## config.mk

```make
export PLATFORM = sky130hd
export DESIGN_NAME = codec_boot_seq
export DESIGN_NICKNAME = d
export VERILOG_FILES = /design/src/rtl/codec_boot_pkg.sv /design/src/rtl/codec_step_rom.sv /design/src/rtl/codec_fw_rom.sv /design/src/rtl/codec_host_port.sv /design/src/rtl/codec_boot_seq.sv
export SDC_FILE = /design/constraint.sdc
export NUM_CORES = 1
export LEC_CHECK = 0
export BUFFER_PORTS_ARGS = -buffer_cell sky130_fd_sc_hd__buf_2
export CAP_MARGIN = 20
export CORE_UTILIZATION = 35
export CTS_CLUSTER_DIAMETER = 60
export DETAILED_ROUTE_END_ITERATION = 6
export GPL_TIMING_DRIVEN = 0
export PLACE_DENSITY_LB_ADDON = 0.1
export SLEW_MARGIN = 15
export SYNTH_ARGS = -nofsm -noshare
export SYNTH_HDL_FRONTEND = slang
export SYNTH_SLANG_ARGS = --single-unit
```

## constraint.sdc

```tcl
create_clock -name clk -period 3.7 [get_ports clk]
set_clock_uncertainty 0.1 [all_clocks]
set_input_delay 0.74 -clock clk [delete_from_list [all_inputs] [get_ports clk]]
set_output_delay 0.74 -clock clk [all_outputs]
set_load 0.03 [all_outputs]
```

## src/rtl/codec_boot_pkg.sv

```systemverilog
package codec_boot_pkg;

    localparam int ADDR_W = 4;
    localparam int DATA_W = 32;
    localparam int STEP_W = 5;

    // direct register addresses on the host bus
    localparam logic [ADDR_W-1:0] RA_CLK  = 4'h0;
    localparam logic [ADDR_W-1:0] RA_BOOT = 4'h1;
    localparam logic [ADDR_W-1:0] RA_BUS  = 4'h2;
    localparam logic [ADDR_W-1:0] RA_ACC  = 4'h3;
    localparam logic [ADDR_W-1:0] RA_IADR = 4'h4;
    localparam logic [ADDR_W-1:0] RA_IDAT = 4'h5;
    localparam logic [ADDR_W-1:0] RA_IEN  = 4'h6;
    localparam logic [ADDR_W-1:0] RA_IFLG = 4'h7;
    localparam logic [ADDR_W-1:0] RA_SWF  = 4'h8;

    localparam logic [DATA_W-1:0] FW_BASE = 32'h5EED_0000;

    typedef enum logic [2:0] {
        OP_WR,
        OP_RD,
        OP_FW,
        OP_IRQ,
        OP_END
    } op_e;

    typedef struct packed {
        op_e               op;
        logic [ADDR_W-1:0] addr;
        logic [DATA_W-1:0] data;   // write value or expected read value
        logic [DATA_W-1:0] mask;   // compared bits on reads
    } step_t;

endpackage

```

## src/rtl/codec_step_rom.sv

```systemverilog
module codec_step_rom
    import codec_boot_pkg::*;
(
    input  logic              dev,
    input  logic [STEP_W-1:0] idx,
    output step_t             step
);
    function automatic step_t wr(input logic [ADDR_W-1:0] a, input logic [DATA_W-1:0] v);
        return '{op: OP_WR, addr: a, data: v, mask: '0};
    endfunction

    function automatic step_t rd(input logic [ADDR_W-1:0] a, input logic [DATA_W-1:0] v,
                                 input logic [DATA_W-1:0] m);
        return '{op: OP_RD, addr: a, data: v, mask: m};
    endfunction

    always_comb begin
        unique case (idx)
            5'd0:    step = wr(RA_CLK,  32'h0000_0084);
            5'd1:    step = wr(RA_BOOT, 32'h0000_008A);
            5'd2:    step = wr(RA_BUS,  32'h0000_000A);
            5'd3:    step = wr(RA_ACC,  32'h0000_000A);
            5'd4:    step = wr(RA_IADR, 32'h0005_0000);
            5'd5:    step = '{op: OP_FW, addr: RA_IDAT, data: '0, mask: '0};
            5'd6:    step = wr(RA_BOOT, 32'h0000_008D);
            5'd7:    step = wr(RA_BUS,  32'h0000_000A);
            5'd8:    step = wr(RA_ACC,  32'h0000_000A);
            5'd9:    step = wr(RA_IADR, 32'h0005_7F00);
            5'd10:   step = wr(RA_IDAT, dev ? 32'h0301_0503 : 32'h0201_0503);
            5'd11:   step = wr(RA_IDAT, 32'h0300_0000);
            5'd12:   step = wr(RA_IDAT, dev ? 32'h0100_8700 : 32'h0101_9500);
            5'd13:   step = wr(RA_IDAT, 32'h0000_0001);
            5'd14:   step = wr(RA_IDAT, 32'h0000_0000);
            5'd15:   step = wr(RA_IEN,  32'h0000_0400);
            5'd16:   step = '{op: OP_IRQ, addr: '0, data: '0, mask: '0};
            5'd17:   step = rd(RA_IFLG, 32'h0000_0400, 32'h0000_0400);
            5'd18:   step = rd(RA_SWF,  32'h0000_FF82, 32'h0000_FFFF);
            5'd19:   step = wr(RA_IFLG, 32'h0000_0400);
            default: step = '{op: OP_END, addr: '0, data: '0, mask: '0};
        endcase
    end
endmodule

```

## src/rtl/codec_fw_rom.sv

```systemverilog
module codec_fw_rom
    import codec_boot_pkg::*;
#(
    parameter int FW_WORDS = 16,
    parameter int IDX_W    = (FW_WORDS > 1) ? $clog2(FW_WORDS) : 1
) (
    input  logic [IDX_W-1:0]  idx,
    output logic [DATA_W-1:0] word
);
    // image contents are computed from the index
    assign word = FW_BASE + DATA_W'(idx);
endmodule

```

## src/rtl/codec_host_port.sv

```systemverilog
module codec_host_port
    import codec_boot_pkg::*;
#(
    parameter int STROBE_CYC = 2,
    parameter int CNT_W      = (STROBE_CYC > 1) ? $clog2(STROBE_CYC) : 1
) (
    input  logic              clk,
    input  logic              rst_n,
    input  logic              req_valid,
    input  logic              req_write,
    input  logic              req_dev,
    input  logic [ADDR_W-1:0] req_addr,
    input  logic [DATA_W-1:0] req_wdata,
    output logic              ack,
    output logic [DATA_W-1:0] rsp_data,
    output logic [1:0]        cs_n,
    output logic              we_n,
    output logic              rd_n,
    output logic [ADDR_W-1:0] addr,
    output logic [DATA_W-1:0] wdata,
    input  logic [DATA_W-1:0] rdata
);
    typedef enum logic [1:0] {P_IDLE, P_STB, P_GAP} ph_e;

    typedef struct packed {
        ph_e               ph;
        logic [CNT_W-1:0]  cnt;
        logic              wr;
        logic              dev;
        logic [ADDR_W-1:0] addr;
        logic [DATA_W-1:0] wdata;
        logic [DATA_W-1:0] rsp;
    } port_t;

    port_t q, d;

    always_comb begin
        d = q;
        unique case (q.ph)
            P_IDLE: if (req_valid) begin
                d.ph    = P_STB;
                d.cnt   = CNT_W'(STROBE_CYC - 1);
                d.wr    = req_write;
                d.dev   = req_dev;
                d.addr  = req_addr;
                d.wdata = req_wdata;
            end
            P_STB: begin
                if (q.cnt == '0) begin
                    d.rsp = rdata;
                    d.ph  = P_GAP;
                end else begin
                    d.cnt = q.cnt - 1'b1;
                end
            end
            default: d.ph = P_IDLE;
        endcase
    end

    always_ff @(posedge clk or negedge rst_n) begin
        if (!rst_n) q <= '{ph: P_IDLE, default: '0};
        else        q <= d;
    end

    assign ack      = (q.ph == P_GAP);
    assign rsp_data = q.rsp;
    assign cs_n     = (q.ph == P_STB) ? ~(2'b01 << q.dev) : 2'b11;
    assign we_n     = !((q.ph == P_STB) && q.wr);
    assign rd_n     = !((q.ph == P_STB) && !q.wr);
    assign addr     = q.addr;
    assign wdata    = q.wdata;
endmodule

```

## src/rtl/codec_boot_seq.sv

```systemverilog
module codec_boot_seq
    import codec_boot_pkg::*;
#(
    parameter int FW_WORDS    = 16,
    parameter int STROBE_CYC  = 2,
    parameter int IRQ_TIMEOUT = 1_000_000
) (
    input  logic        clk,
    input  logic        rst_n,
    input  logic        start,
    output logic [1:0]  host_cs_n,
    output logic        host_we_n,
    output logic        host_rd_n,
    output logic [3:0]  host_addr,
    output logic [31:0] host_wdata,
    input  logic [31:0] host_rdata,
    input  logic [1:0]  irq_n,
    output logic        busy,
    output logic [1:0]  done,
    output logic [1:0]  err
);
    localparam int FW_IW = (FW_WORDS > 1) ? $clog2(FW_WORDS) : 1;
    localparam int TMO_W = $clog2(IRQ_TIMEOUT + 1);

    typedef enum logic [1:0] {T_IDLE, T_RUN, T_FIN} tst_e;

    typedef struct packed {
        tst_e              st;
        logic              dev;
        logic [STEP_W-1:0] step;
        logic [FW_IW-1:0]  fw;
        logic [TMO_W-1:0]  tmo;
        logic [1:0]        irq_s1;
        logic [1:0]        irq_s2;
        logic [1:0]        done;
        logic [1:0]        err;
    } ctl_t;

    ctl_t q, d;

    step_t             cur;
    logic [DATA_W-1:0] fw_word;
    logic              req_valid, req_write, ack;
    logic [ADDR_W-1:0] req_addr;
    logic [DATA_W-1:0] req_wdata, rsp_data;
    logic              fail, next_dev;

    codec_step_rom u_steps (.dev(q.dev), .idx(q.step), .step(cur));

    codec_fw_rom #(.FW_WORDS(FW_WORDS), .IDX_W(FW_IW)) u_fw (.idx(q.fw), .word(fw_word));

    codec_host_port #(.STROBE_CYC(STROBE_CYC)) u_port (
        .clk(clk), .rst_n(rst_n),
        .req_valid(req_valid), .req_write(req_write), .req_dev(q.dev),
        .req_addr(req_addr), .req_wdata(req_wdata),
        .ack(ack), .rsp_data(rsp_data),
        .cs_n(host_cs_n), .we_n(host_we_n), .rd_n(host_rd_n),
        .addr(host_addr), .wdata(host_wdata), .rdata(host_rdata)
    );

    always_comb begin
        d          = q;
        d.irq_s1   = irq_n;
        d.irq_s2   = q.irq_s1;
        req_valid  = 1'b0;
        req_write  = 1'b1;
        req_addr   = cur.addr;
        req_wdata  = cur.data;
        fail       = 1'b0;
        next_dev   = 1'b0;

        unique case (q.st)
            T_IDLE: if (start) begin
                d.st   = T_RUN;
                d.dev  = 1'b0;
                d.step = '0;
                d.fw   = '0;
                d.tmo  = '0;
            end
            T_RUN: begin
                unique case (cur.op)
                    OP_WR: begin
                        req_valid = 1'b1;
                        if (ack) d.step = q.step + 1'b1;
                    end
                    OP_FW: begin
                        req_valid = 1'b1;
                        req_wdata = fw_word;
                        if (ack) begin
                            if (q.fw == FW_IW'(FW_WORDS - 1)) begin
                                d.fw   = '0;
                                d.step = q.step + 1'b1;
                            end else begin
                                d.fw = q.fw + 1'b1;
                            end
                        end
                    end
                    OP_RD: begin
                        req_valid = 1'b1;
                        req_write = 1'b0;
                        if (ack) begin
                            if ((rsp_data & cur.mask) == (cur.data & cur.mask))
                                d.step = q.step + 1'b1;
                            else
                                fail = 1'b1;
                        end
                    end
                    OP_IRQ: begin
                        if (!q.irq_s2[q.dev]) begin
                            d.tmo  = '0;
                            d.step = q.step + 1'b1;
                        end else if (q.tmo == TMO_W'(IRQ_TIMEOUT - 1)) begin
                            fail = 1'b1;
                        end else begin
                            d.tmo = q.tmo + 1'b1;
                        end
                    end
                    default: begin
                        d.done[q.dev] = 1'b1;
                        next_dev      = 1'b1;
                    end
                endcase

                if (fail) begin
                    d.err[q.dev] = 1'b1;
                    next_dev     = 1'b1;
                end
                if (next_dev) begin
                    d.step = '0;
                    d.fw   = '0;
                    d.tmo  = '0;
                    if (q.dev) d.st  = T_FIN;
                    else       d.dev = 1'b1;
                end
            end
            default: ;
        endcase
    end

    always_ff @(posedge clk or negedge rst_n) begin
        if (!rst_n) q <= '{st: T_IDLE, irq_s1: 2'b11, irq_s2: 2'b11, default: '0};
        else        q <= d;
    end

    assign busy = (q.st == T_RUN);
    assign done = q.done;
    assign err  = q.err;
endmodule

```

# --- Yosys cells after proc, flatten, opt, wreduce, memory -nomap -nowiden ---
# Index checks and enable logic that the tools add are counted.
# W data, S select, Z words.
totals:
  regBits: 113
  latch_bits: 0
  ram_bits: 0
  mem_bits_ro: 0
  input_bits: 37
  output_inout_bits: 45
  wordCells: 146
  mem_count: 0
op_classes:
  add_sub_neg: 5
  mul: 0
  n_div: 0
  magnitude_cmp: 2
  eq_ne: 44
  shifts: 1
  mux: 44
  n_bitwise: 7
  reduce_logical: 27
ops:
  columns: ["cell", "count"]
  rows:
  - ["$pmux W71 S18", 1]
  - ["$mux W32", 4]
  - ["$and A32 B32 Y32", 2]
  - ["$pmux W32 S2", 1]
  - ["$mux W20", 3]
  - ["$mux W41", 1]
  - ["$eq A5 B4 Y1 const B", 8]
  - ["$add A31 B4 Y32 const A", 1]
  - ["$eq A32 B32 Y1", 1]
  - ["$mux W25", 1]
  - ["$mux W5", 5]
  - ["$ne A4 B4 Y1 const B", 6]
  - ["$add A20 B1 Y20 const B", 1]
  - ["$eq A20 B20 Y1 const B", 1]
  - ["$eq A5 B3 Y1 const B", 4]
  - ["$eq A5 B5 Y1 const B", 4]
  - ["$pmux W5 S4", 1]
  - ["$mux W17", 1]
  - ["$mux W1", 16]
  - ["$reduce_and A2 Y1", 6]
  - ["$reduce_and A4 Y1", 3]
  - ["$eq A5 B2 Y1 const B", 2]
  - ["$mux W9", 1]
  - ["$ne A3 B1 Y1 const B", 3]
  - ["35 further kinds", 53]

# --- Depth between registers and ports, before layout ---
logic_depth:
  word_depth: 13
  depth_mapped: 13
  mapped_depth_nobuf: 9

# --- Modules after synthesis ---
# Synthesis repeated with hierarchy kept, for this count alone.
hier_totals:
  cells_unflattened: 711
  hier_area_um2: 7497.2
modules_own_cells:
  columns: ["mod", "instances", "cells_per_inst", "area_per_inst_um2", "seq_area_each_um2"]
  rows:
  - ["codec_host_port", 1, 231, 3291.9, 1826.8]
  - ["codec_boot_seq", 1, 316, 3014.1, 1006.0]
  - ["codec_step_rom", 1, 130, 943.4, 0.0]
  - ["codec_fw_rom", 1, 34, 247.7, 0.0]

# --- Least setup slack after synthesis ---
# Ideal clock, no wire load.
synth_path:
  kind: "register -> register"
  start: "reg q[34] (netlist bit)"
  end: "reg q[23] (netlist bit)"
  setup_time_ps: 126
  arrival_time_ps: 2805
  required_ps: 3474
  slack_ps: 669
  path_stages_with_launch: 13
  path_buffers: 4
  synth_period_minus_slack_ps: 3031
  path_cell_list: "dfrtp_1 buf_4 clkbuf_1 clkbuf_1 and3_1 ha_1 a311oi_1 nand3_1 nor2_1 a2111oi_4 a21o_1 buf_6 a221o_1"
synth_via:
  elab_chain_len: 13
  word_cells_on_any_way: 43
  cone_classes: "eq/ne: 25; mux: 10; bitwise: 2; reduce/logical: 6"
synth_rtl:
  columns: ["element", "line", "text"]
  rows:
  - ["from (decl)", "codec_boot_seq.sv:39", "ctl_t q, d;"]
  - ["from (signal assigned)", "codec_boot_seq.sv:141", "if (!rst_n) q <= '{st: T_IDLE, irq_s1: 2'b11, irq_s2: 2'b11, default: '0};"]
  - ["from (signal assigned)", "codec_boot_seq.sv:142", "else q <= d;"]
  - ["$eq A5 B2 Y1, or another cell as far along", "codec_step_rom.sv:18", "unique case (idx)"]
  - ["$reduce_or A2 Y1 (no line)", null, null]
  - ["$pmux W71 S18 *", "codec_step_rom.sv:18", null]
  - ["$and A32 B32 Y32", "codec_boot_seq.sv:102", "if ((rsp_data & cur.mask) == (cur.data & cur.mask))"]
  - ["$eq A32 B32 Y1", "codec_boot_seq.sv:102", null]
  - ["$mux W1", "codec_boot_seq.sv:102", null]
  - ["$mux W1", "codec_boot_seq.sv:101", "if (ack) begin"]
  - ["$pmux W1 S2", "codec_boot_seq.sv:81", "unique case (cur.op)"]
  - ["$mux W1", "codec_boot_seq.sv:72", "unique case (q.st)"]
  - ["$mux W1", "codec_boot_seq.sv:124", "if (fail) begin"]
  - ["$mux W1", "codec_boot_seq.sv:72", null]
  - ["$ne A4 B3 Y1 (no line), or another cell as far along", null, null]
  - ["$reduce_and A4 Y1 (no line) / $pmux W32 S2 (equally long branches)", null, null]
# Mark *: on every way between the ends. The rest lies on a longest branch, timed or not. The select of a mux whose other input is x is not followed.
# A chain may end at the register's enable or synchronous reset.

# --- Worst setup path after layout ---
layout_path:
  start: "reg q[32] (netlist bit)"
  end: "reg q[25] (netlist bit)"
# Same word-level chain as after synthesis.

==> results.yml <==
placed_design:
  port_buffers: 58
  gp_congestion: 0.852
  post-place-ws_ns: -0.0861
  dp_hpwl_mm: 8.64
worst_setup_path:
  r2r-start: "q[32]"
  r2r_setup_slack_ns: 0.22
  path_buf_inv: 3
  path_cells: "inv_1, ha_1, buf_2, nor4b_1, o311a_4, a2111oi_4, a21o_1, buf_6, a221o_1"
  rr_endpoint: "q[25]"
  max_stage_delay_ns: 0.82
  arrival_ns: 3.61
  crit_family: "compound AO/OA/AOI/OAI gates"
  path_max_fanout: 10
  critical_path_depth: 9
  start_kind: "flop"
  r2r_cells: 9
  critPathRequiredTime_ns: 3.83
  slowest_stage: "nor4b_1"
  cp-end-kind: "flop"
  critPathKind: "reg2reg"
floorplan:
  rows: 42
  core-area_um2: 13300
  initial_core_util_pct: 36.1
  io_pins: 82
  die-area_um2: 14200
  die_h_um: 119
  die_x_um: 119
timing:
  post-route-min-period_ns: 3.48
  worst_slew_pin_slew_ns: 0.977
  rsz0062_at_grt: "false"
  holdWs_ns: 0.197
  finalSetupViolations: 0
  period_share_pct: 94.1
  hold_violations: 0
  fin_ws_ns: 0.219
  slew_viol_final: 0
  timing.fmax_mhz: 287
  max_slew_margin_pct: 34.0
clocking:
  h-tree-depth: 3
  clockBufferDepth: 2
  cts-hold-fix-buffers: 0
  clock_latency_ns: 0.35
  clock_sinks: 81
  clockRootBuffer: "clkbuf_16"
  path_clk_slew_ns: 0.06
  cts_tree: "built"
  cts_made_buffers: 9
run_status:
  status: "finished, final reports clean"
logic_synthesis:
  synth_area_leaders: "dfrtp_1 (40%), buf_4 (6.7%), mux2_2 (4.2%)"
  syn_inst: 507
  ys.flop_type: "dfrtp_1"
  yosysTopAreaCellShare_pct: 40.0
  async_flop_share_pct: 100
  yosysSeqAreaShare_pct: 42.2
  synth_area_um2: 4810
  synth_edf_count: 0
  synthDistinctLibCells: 65
  syn_area_per_cell_um2: 9.50
  yosysWarnings: 0
  ys_ff_latch: 81
  yosysTopAreaCell: "dfrtp_1"
final_layout:
  diodes: 0
  final_common_cell: "dfrtp_1"
  syn_to_final_growth_pct: 19.7
  drive_gt1_share_pct: 29.2
  final_nets: 629
  num-fill-cells: 1357
  fin_util_pct: 43.2
  final_cell_mix: "dfrtp_1 (77), buf_2 (63), buf_4 (45), nand2_1 (44), o21ai_0 (29)"
pwr:
  p_int_mw: 2.38
  net-switching-power_mw: 1.47
  pwr-share-comb_pct: 41.0
  p_per_area_nw_per_um2: 668
  pwr-share-clk_pct: 25.8
  seqPwrFrac_pct: 33.2
  vdd_ir_drop_max_v: 0.000340
  total_power_mw: 3.85
  p_sw_share_pct: 38.2
  p_leak_nw: 2.66
detailed_routing:
  vias: 3956
  vias_per_cell: 5.16
  final_antenna_net_count: 0
  finalWirelength_mm: 11.7
  dr.pass1.iters: 4
  wl_per_cell_um: 15.3
  drt_iter0_markers: 162
  drc: 0
global_routing:
  grt_max_degree: 57
  grt_pass1_wl_mm: 20.0
  grt_pass1_vias: 3921
  grt_use_total_pct: 17.9
  antenna_found_initial: 0
  gr-total-overflow: 0
hold_path:
  hold_class: "in2async"
job:
  cap_viol_max_count: 0
## layout make-up
cell class	count	area, µm²	area share, %
buffer	65	438	7.60
sequential	81	2030	35.3
tap	176	220	3.82
timing repair buffer	61	348	6.04
inverter	16	60.1	1.04
clock inverter	6	90.1	1.56
clock buffer	10	239	4.15
multi-input combinational	351	2330	40.5
## synth_stat cells, types with 8 or more instances
library cell	count
dfrtp_1	77
nor2b_1	13
nor4_1	9
inv_1	15
a21oi_1	16
a221o_1	15
nand3_1	22
a31oi_1	8
mux2_2	18
nand2_1	45
nor2_1	29
buf_4	43
and2_1	10
o21ai_0	30
clkbuf_1	13
nand2b_1	8
a21o_1	9
nor3_1	13
## worst max path at each step
| stage | endpoint | start | slack [ns] |
|---|---|---|---|
| global placement | q[25] | q[34] | -0.06 |
| floorplan | q[23] | q[34] | 0.67 |
| detailed placement | q[20] | q[34] | -0.09 |
| CTS | u_port.q[70] | q[34] | -0.07 |
| global route | q[26] | q[32] | 0.03 |
| finish | q[25] | q[32] | 0.22 |
## layer usage
metal  wire length, µm  share of wire (%)  GRT usage (%)
met5                 0                  0              0
met2              5600                 48           29.1
met4               207                1.8           5.78
met1              5450                 47           23.7
met3               432                3.7           3.93
## cells by family (layout without fill, tap and decap cells)
kind of cell | count (synthesis) | in the layout | share of synthesized area, %
AO/OA/AOI/OAI | 121 | 121 | 18.6
XOR/XNOR | 2 | 2 | 0.520
buffers and inverters | 81 | 158 | 10.3
flip-flops | 81 | 81 | 42.2
adder cells (fa/ha/maj) | 7 | 7 | 1.82
other | 1 | 7 | 0.0779
AND/OR/NAND/NOR | 189 | 189 | 20.9
multiplexers | 25 | 25 | 5.67
## sequential cells by signal (all words and copies together), names as in the netlist
register,cells
u_port.addr,4
u_port.q,5
u_port.rsp_data,16
d,2
done,2
q,34
u_port.wdata,16
err,2
## power by group through the flow
stage               clock (mW)  sequential (mW)  combinational [mW]
floorplan                    0             1.25                1.20
global placement             0             1.29                1.51
detailed placement           0             1.30                1.53
CTS                       1.02             1.28                1.54
global route              1.06             1.31                1.73
finish                   0.993             1.28                1.58
## through the flow
stage | instances | area, µm² | setup TNS, ns
after detailed placement | 748 | 5380 | -0.864
final | 766 | 5760 | 0
after global routing | 766 | 5760 | 0
after floorplan | 513 | 4840 | 0
after global placement | 747 | 5350 | -0.554
after CTS | 764 | 5710 | -0.734
## what timing repair did
action                                  4_1_cts  5_1_grt
endpoints found under the setup margin       23       50
pin swaps                                     0        1
setup buffers                                 0        2
resized for setup                             1        9
## worst reg2reg max path: stages (launching register included)
cell,delay (ns)
dfrtp_1,0.42
inv_1,0.12
ha_1,0.31
buf_2,0.27
nor4b_1,0.82
o311a_4,0.40
a2111oi_4,0.11
a21o_1,0.29
buf_6,0.17
a221o_1,0.35
Power figures use the tool's default switching activity.
